### src/rtl/eth_rxv_pkg.sv
package eth_rxv_pkg;
  typedef enum logic [1:0] {S_IDLE, S_PRE, S_DATA, S_SKIP} rxv_state_t;

  localparam int ST_ALIGN = 0;
  localparam int ST_FCS   = 1;
  localparam int ST_SHORT = 2;
  localparam int ST_LONG  = 3;
  localparam int ST_JAB   = 4;
  localparam int ST_SYM   = 5;
  localparam int ST_LEN   = 6;
  localparam int ST_N     = 7;

  localparam logic [7:0]  PRE_BYTE     = 8'h55;
  localparam logic [7:0]  SFD_BYTE     = 8'hD5;
  localparam logic [31:0] CRC_POLY_R   = 32'hEDB88320;
  localparam logic [31:0] CRC_RESIDUE  = 32'hDEBB20E3;

  // one byte of the reflected CRC-32, data bits consumed LSB first
  function automatic logic [31:0] crc32_step(logic [31:0] c, logic [7:0] d);
    logic [31:0] r;
    r = c;
    for (int i = 0; i < 8; i++) begin
      if (r[0] ^ d[i]) r = (r >> 1) ^ CRC_POLY_R;
      else             r = r >> 1;
    end
    return r;
  endfunction
endpackage

### src/rtl/eth_rxv_crc.sv
module eth_rxv_crc
  import eth_rxv_pkg::*;
(
  input  logic       clk,
  input  logic       rst_n,
  input  logic       init,
  input  logic       en,
  input  logic [7:0] din,
  output logic       crc_ok
);
  logic [31:0] crc_q, crc_d;

  always_comb begin
    crc_d = crc_q;
    if (init)    crc_d = '1;
    else if (en) crc_d = crc32_step(crc_q, din);
  end

  always_ff @(posedge clk or negedge rst_n) begin
    if (!rst_n)          crc_q <= '1;
    else if (init || en) crc_q <= crc_d;
  end

  assign crc_ok = (crc_q == CRC_RESIDUE);
endmodule

### src/rtl/eth_rxv_ctrl.sv
module eth_rxv_ctrl
  import eth_rxv_pkg::*;
#(
  parameter int MAX_STD   = 1518,
  parameter int MAX_JUMBO = 10240,
  parameter int CW        = $clog2(MAX_JUMBO + 2)
) (
  input  logic          clk,
  input  logic          rst_n,
  input  logic          rx_dv,
  input  logic          rx_er,
  input  logic [7:0]    rxd,
  input  logic          jumbo_en,
  output logic          sof,
  output logic          byte_en,
  output logic          eof,
  output logic [CW-1:0] cnt_q,
  output logic          too_long,
  output logic          sym_q,
  output logic          aborted_q,
  output logic          abort_o,
  output logic          fwd_vld_o,
  output logic [7:0]    fwd_data_o
);
  localparam logic [CW-1:0] LIM_STD = CW'(MAX_STD);
  localparam logic [CW-1:0] LIM_JMB = CW'(MAX_JUMBO);
  localparam logic [CW-1:0] CNT_SAT = CW'(MAX_JUMBO + 1);

  rxv_state_t    state_q, state_d;
  logic          jumbo_q;
  logic [CW-1:0] cnt_d, lim;
  logic          bad_now, abort_d, fwd_d;

  always_comb begin
    state_d = state_q;
    case (state_q)
      S_IDLE: if (rx_dv) state_d = (rxd == PRE_BYTE) ? S_PRE : S_SKIP;
      S_PRE: begin
        if (!rx_dv)               state_d = S_IDLE;
        else if (rxd == SFD_BYTE) state_d = S_DATA;
        else if (rxd != PRE_BYTE) state_d = S_SKIP;
      end
      S_DATA: if (!rx_dv) state_d = S_IDLE;
      default: if (!rx_dv) state_d = S_IDLE;
    endcase
  end

  assign sof      = (state_q == S_PRE) && rx_dv && (rxd == SFD_BYTE);
  assign byte_en  = (state_q == S_DATA) && rx_dv;
  assign eof      = (state_q == S_DATA) && !rx_dv;
  assign lim      = jumbo_q ? LIM_JMB : LIM_STD;
  assign too_long = cnt_q > lim;
  assign bad_now  = byte_en && (rx_er || (cnt_q >= lim));
  assign abort_d  = bad_now && !aborted_q;
  assign fwd_d    = byte_en && !bad_now && !aborted_q;

  always_comb begin
    cnt_d = cnt_q;
    if (sof)                            cnt_d = '0;
    else if (byte_en && cnt_q != CNT_SAT) cnt_d = cnt_q + 1'b1;
  end

  always_ff @(posedge clk or negedge rst_n) begin
    if (!rst_n) begin
      state_q    <= S_IDLE;
      cnt_q      <= '0;
      jumbo_q    <= 1'b0;
      aborted_q  <= 1'b0;
      sym_q      <= 1'b0;
      abort_o    <= 1'b0;
      fwd_vld_o  <= 1'b0;
      fwd_data_o <= '0;
    end else begin
      state_q   <= state_d;
      cnt_q     <= cnt_d;
      abort_o   <= abort_d;
      fwd_vld_o <= fwd_d;
      if (sof) begin
        jumbo_q   <= jumbo_en;
        aborted_q <= 1'b0;
        sym_q     <= 1'b0;
      end else begin
        if (bad_now)          aborted_q <= 1'b1;
        if (byte_en && rx_er) sym_q     <= 1'b1;
      end
      if (byte_en) fwd_data_o <= rxd;
    end
  end

  a_r4_no_fwd_after_abort: assert property (@(posedge clk) disable iff (!rst_n)
    aborted_q |-> !fwd_vld_o);
  a_r4_abort_single: assert property (@(posedge clk) disable iff (!rst_n)
    abort_o |=> !abort_o);
  a_r5_cnt_bound: assert property (@(posedge clk) disable iff (!rst_n)
    cnt_q <= CNT_SAT);
endmodule

### src/rtl/eth_rxv_capture.sv
module eth_rxv_capture #(
  parameter int CW = 14
) (
  input  logic          clk,
  input  logic          rst_n,
  input  logic          byte_en,
  input  logic [CW-1:0] cnt,
  input  logic [7:0]    din,
  output logic [47:0]   dst_o,
  output logic          dst_vld_o,
  output logic [15:0]   typelen_o
);
  localparam int DA_BYTES = 6;
  localparam int TL_HI    = 12;

  for (genvar g = 0; g < DA_BYTES; g++) begin : g_da
    always_ff @(posedge clk or negedge rst_n) begin
      if (!rst_n)                          dst_o[8*g +: 8] <= '0;
      else if (byte_en && cnt == CW'(g))   dst_o[8*g +: 8] <= din;
    end
  end

  for (genvar h = 0; h < 2; h++) begin : g_tl
    always_ff @(posedge clk or negedge rst_n) begin
      if (!rst_n)                              typelen_o[8*(1-h) +: 8] <= '0;
      else if (byte_en && cnt == CW'(TL_HI + h)) typelen_o[8*(1-h) +: 8] <= din;
    end
  end

  always_ff @(posedge clk or negedge rst_n) begin
    if (!rst_n) dst_vld_o <= 1'b0;
    else        dst_vld_o <= byte_en && (cnt == CW'(DA_BYTES - 1));
  end

  a_r6_dst_pulse: assert property (@(posedge clk) disable iff (!rst_n)
    dst_vld_o |=> !dst_vld_o);
endmodule

### src/rtl/eth_rxv_verdict.sv
module eth_rxv_verdict
  import eth_rxv_pkg::*;
#(
  parameter int CW           = 14,
  parameter int MIN_LEN      = 64,
  parameter int MIN_PAYLOAD  = 46,
  parameter int MAX_LENFIELD = 1500
) (
  input  logic            clk,
  input  logic            rst_n,
  input  logic            eof,
  input  logic            dribble,
  input  logic            crc_ok,
  input  logic            too_long,
  input  logic            aborted,
  input  logic            sym,
  input  logic [CW-1:0]   cnt,
  input  logic [15:0]     typelen,
  output logic            done_o,
  output logic            good_o,
  output logic [ST_N-1:0] stat_o
);
  localparam int HDR_FCS = 18;

  logic [15:0]     cnt16, pay_len;
  logic            crc_bad, len_mis;
  logic [ST_N-1:0] st;

  assign cnt16   = 16'(cnt);
  assign pay_len = cnt16 - 16'(HDR_FCS);
  assign crc_bad = !crc_ok;
  assign len_mis = !too_long && (cnt16 >= 16'(HDR_FCS)) &&
                   (typelen <= 16'(MAX_LENFIELD)) && (typelen >= 16'(MIN_PAYLOAD)) &&
                   (typelen != pay_len);

  always_comb begin
    st           = '0;
    st[ST_ALIGN] = !too_long && dribble && crc_bad;
    st[ST_FCS]   = !too_long && !dribble && crc_bad;
    st[ST_SHORT] = cnt16 < 16'(MIN_LEN);
    st[ST_LONG]  = too_long && !crc_bad;
    st[ST_JAB]   = too_long && crc_bad;
    st[ST_SYM]   = sym;
    st[ST_LEN]   = len_mis;
  end

  always_ff @(posedge clk or negedge rst_n) begin
    if (!rst_n) begin
      done_o <= 1'b0;
      good_o <= 1'b0;
      stat_o <= '0;
    end else begin
      done_o <= eof;
      good_o <= eof && !aborted && crc_ok && !st[ST_SHORT] && !len_mis;
      stat_o <= eof ? st : '0;
    end
  end

  a_r13_stat_in_done: assert property (@(posedge clk) disable iff (!rst_n)
    (|stat_o) |-> done_o);
  a_r13_good_clean: assert property (@(posedge clk) disable iff (!rst_n)
    good_o |-> (stat_o == '0));
  a_r10_long_jab_excl: assert property (@(posedge clk) disable iff (!rst_n)
    !(stat_o[ST_LONG] && stat_o[ST_JAB]));
  a_r3_done_pulse: assert property (@(posedge clk) disable iff (!rst_n)
    done_o |=> !done_o);
endmodule

### src/rtl/eth_rx_validator.sv
module eth_rx_validator
  import eth_rxv_pkg::*;
#(
  parameter int MAX_STD   = 1518,
  parameter int MAX_JUMBO = 10240,
  parameter int MIN_LEN   = 64
) (
  input  logic            clk,
  input  logic            rst_n,
  input  logic            rx_dv,
  input  logic            rx_er,
  input  logic [7:0]      rxd,
  input  logic            rx_dribble,
  input  logic            jumbo_en,
  output logic [7:0]      fwd_data,
  output logic            fwd_vld,
  output logic            abort,
  output logic            done,
  output logic            good,
  output logic [ST_N-1:0] stat,
  output logic [47:0]     dst_addr,
  output logic            dst_vld
);
  localparam int CW = $clog2(MAX_JUMBO + 2);

  logic          sof, byte_en, eof, too_long, sym, aborted, crc_ok;
  logic [CW-1:0] cnt;
  logic [15:0]   typelen;

  eth_rxv_ctrl #(.MAX_STD(MAX_STD), .MAX_JUMBO(MAX_JUMBO), .CW(CW)) u_ctrl (
    .clk(clk), .rst_n(rst_n), .rx_dv(rx_dv), .rx_er(rx_er), .rxd(rxd),
    .jumbo_en(jumbo_en), .sof(sof), .byte_en(byte_en), .eof(eof), .cnt_q(cnt),
    .too_long(too_long), .sym_q(sym), .aborted_q(aborted), .abort_o(abort),
    .fwd_vld_o(fwd_vld), .fwd_data_o(fwd_data));

  eth_rxv_crc u_crc (
    .clk(clk), .rst_n(rst_n), .init(sof), .en(byte_en), .din(rxd), .crc_ok(crc_ok));

  eth_rxv_capture #(.CW(CW)) u_cap (
    .clk(clk), .rst_n(rst_n), .byte_en(byte_en), .cnt(cnt), .din(rxd),
    .dst_o(dst_addr), .dst_vld_o(dst_vld), .typelen_o(typelen));

  eth_rxv_verdict #(.CW(CW), .MIN_LEN(MIN_LEN)) u_verdict (
    .clk(clk), .rst_n(rst_n), .eof(eof), .dribble(rx_dribble), .crc_ok(crc_ok),
    .too_long(too_long), .aborted(aborted), .sym(sym), .cnt(cnt), .typelen(typelen),
    .done_o(done), .good_o(good), .stat_o(stat));
endmodule

### config.mk
export PLATFORM = sky130hd
export DESIGN_NAME = eth_rx_validator
export DESIGN_NICKNAME = d
export VERILOG_FILES = /design/src/rtl/eth_rxv_pkg.sv /design/src/rtl/eth_rxv_crc.sv /design/src/rtl/eth_rxv_ctrl.sv /design/src/rtl/eth_rxv_capture.sv /design/src/rtl/eth_rxv_verdict.sv /design/src/rtl/eth_rx_validator.sv
export SDC_FILE = /design/constraint.sdc
export NUM_CORES = 1
export LEC_CHECK = 0
export BUFFER_PORTS_ARGS = -buffer_cell sky130_fd_sc_hd__buf_2
export CELL_PAD_IN_SITES_DETAIL_PLACEMENT = 0
export CELL_PAD_IN_SITES_GLOBAL_PLACEMENT = 1
export CORE_MARGIN = 2
export CORE_UTILIZATION = 51
export DETAILED_ROUTE_END_ITERATION = 6
export MAX_ROUTING_LAYER = met4
export PLACE_DENSITY = 0.95
export SYNTH_ARGS = -nofsm -noshare
export SYNTH_HDL_FRONTEND = slang
export SYNTH_SLANG_ARGS = --single-unit
### constraint.sdc
create_clock -name clk -period 6.3 [get_ports clk]
set_input_delay 1.26 -clock clk [delete_from_list [all_inputs] [get_ports clk]]
set_output_delay 1.26 -clock clk [all_outputs]
set_load 0.05 [all_outputs]
==> summary.txt <==
outcome: finished, final reports clean
Max Fclk: 0.311 GHz
Yosys Warn Count: 0
Max-slew headroom: 26.9%
clk_lat worst skew: 420 ps
layout overhead on the synthesized area: 15.3%
Post-CTS Setup Inserts: 0
Top Ports: 82
Sink Count: 135
core box area: 13,700 sq um
Switching Fraction: 37.4%
global-route wire length before repair: 27,800 um
hold_buf cts: 0
Placed Cells: 851
Synth cell types: 73
Startpoint Class: input port
Final Hold Fails: 0
DP Wirelength: 11,500 um
PortBufs: 81
critical path required time: 6600 ps
CP Capture Type: flop
fin cells: 883
final setup violation count: 0
via count: 5,126
Pleak: 0.00391 uW
share of cells above drive strength 1: 32.3%
cell row count: 43
All-Layer GR Usage: 25.0%
Least-Margin Pin Slew: 1100 ps
EDFF count, synth: 0
fin util: 59.4%
CTS tree: yes
Synth Area per Inst: 11.3 sq um
most common cell after layout, fill and taps aside: dfrtp_1
Synth Instances: 623
drt total wl: 16,900 um
cts repair resizes: 0
Switch Pwr: 1410 uW
clk buf depth: 2
nets: 721
cts bufs inserted: 17
post-synthesis cell area: 7070 sq um
DRC: 0
vias in the first global route: 5,367
RSZ-0062 raised after global routing: false
gpl congestion: 0.916
syn_nets: 654
total power: 3770 uW
initial antenna violation count: 0
sequential element share of the synthesized area: 48.4%
Clk pwr share: 26.5%
VDD IR max: 0.355 mV
Initial DRC Count: 254
power share of the sequential group: 34.1%
internal cell power: 2360 uW
most frequent cells in the layout: dfrtp_1, buf_2, xnor2_1
Worst Hold Class: reg -> reg
pwr dens: 463 nW/um^2
Root Buffer: clkbuf_16
Slew Viols, Final: 0
die area: 14,800 sq um
Yosys reg bits: 135
ys async rst share: 100%
Arrival @ worst endpoint: 3510 ps
Critical Path Fanout Max: 64
post-DR wirelength/cell: 19.1 um
Die Span X: 122 um
ANT cells: 0
Tmin final: 3220 ps
Clock Skews: 12.0 ps
Final ANT Viol Nets: 0
clock slew at reported path FFs: 60 ps
fin crit share: 51.0%
Setup TNS: 0 ps
total grt overflow: 0
DR vias/cell: 5.81
number of max-cap violations: 0
ys flop type: dfrtp_1
Logic pwr share: 39.5%
Starting Density: 51.5%
largest net degree at the start of global routing: 76
router iterations before antenna repair: 6
Die H: 122 um
critical path type: in -> reg
H-tree depth: 4
flip-flops by register name (all words and copies together) (netlist names):
signal and flops:
u_cap.dst_o 48, u_crc.crc_q 32, u_cap.typelen_o 16, u_ctrl.cnt_q 14
u_ctrl.fwd_data_o 8, u_verdict.stat_o 7, u_ctrl.state_q 2, u_cap.dst_vld_o 1
u_ctrl.abort_o 1, u_ctrl.aborted_q 1, u_ctrl.fwd_vld_o 1, u_ctrl.jumbo_q 1
u_ctrl.sym_q 1, u_verdict.done_o 1, u_verdict.good_o 1
cell usage after synthesis, types with 4 or more instances:
master	count	area (sq um)
nand2b_1	6	37.5
inv_1	9	33.8
nand2_1	52	195
and2_1	4	25.0
a21oi_1	39	195
nand4_1	6	37.5
or3_1	6	37.5
mux2_2	35	394
buf_2	15	75.1
nand3_1	8	40.0
a211oi_1	4	30.0
mux2_4	16	240
xnor2_1	63	552
nor4_1	8	50.1
mux2_1	8	90.1
nor2_1	14	52.6
dfstp_2	32	841
xor2_1	28	245
ha_1	17	213
clkbuf_1	16	60.1
dfrtp_1	103	2580
o211ai_1	9	67.6
o21ai_0	15	75.1
nor3_1	32	160
worst max-delay path, stage by stage:
cell	delay, ps
buf_2	140
and2_2	900
and3_1	480
and2_4	260
nand2_4	110
mux2_1	350
area by class of cell:
type                       count  area, sq um
clock buffer                  20          457
clock inverter                12          141
fill                        1087         5570
inverter                       9         33.8
multi-input combinational    444         3450
sequential                   135         3420
tap                          180          225
timing repair buffer          83          423
routing by layer:
metal,wire length (um),global-route usage (%)
met1,7010,30.1
met2,8660,41.4
met3,797,5.85
met4,410,9.05
met5,0,-
cell families (layout without fill, tap and decap cells):
kind of cell	Yosys count	after routing	synth area share [%]
adder cells (fa/ha/maj)	17	17	3.01
AO/OA/AOI/OAI	95	95	8.90
multiplexers	59	59	10.2
buffers and inverters	44	124	2.81
XOR/XNOR	94	94	12.0
AND/OR/NAND/NOR	179	179	14.7
flip-flops	135	135	48.4
stage by stage:
stage | setup WS [ps] | area, sq um | hold slack, ps
2_1_floorplan | 3500 | 7070 | 454
3_3_place_gp | 2770 | 7550 | 456
3_5_place_dp | 2670 | 7550 | 458
4_1_cts | 3120 | 8150 | 473
5_1_grt | 2940 | 8150 | 498
6_report | 3080 | 8150 | 472
worst paths after layout:
check / start / to / slack [ps] / cells past startpoint
min reg2reg: u_ctrl.fwd_data_o[0]$_DFFE_PN0P_ / u_ctrl.fwd_data_o[0]$_DFFE_PN0P_ / 470 / 2
max: rx_dv / u_cap.dst_o[25]$_DFFE_PN0P_ / 3080 / 6
min: u_ctrl.fwd_data_o[0]$_DFFE_PN0P_ / u_ctrl.fwd_data_o[0]$_DFFE_PN0P_ / 470 / 2
max in group asynchronous: rst_n / u_ctrl.fwd_data_o[7]$_DFFE_PN0P_ / 3960 / 2
min in group asynchronous: rst_n / u_cap.dst_o[14]$_DFFE_PN0P_ / 920 / 1
max reg2reg: u_ctrl.state_q[0]$_DFFE_PN0P_ / u_cap.dst_o[25]$_DFFE_PN0P_ / 3480 / 6
power by group through the flow:
stage,registers [uW],clock network [uW],logic (uW)
4_1_cts,1280,1020,1490
2_1_floorplan,1300,0,1150
5_1_grt,1310,1050,1630
3_5_place_dp,1290,0,1470
6_report,1280,998,1490
3_3_place_gp,1280,0,1440
(Power assumes the default switching activity.)
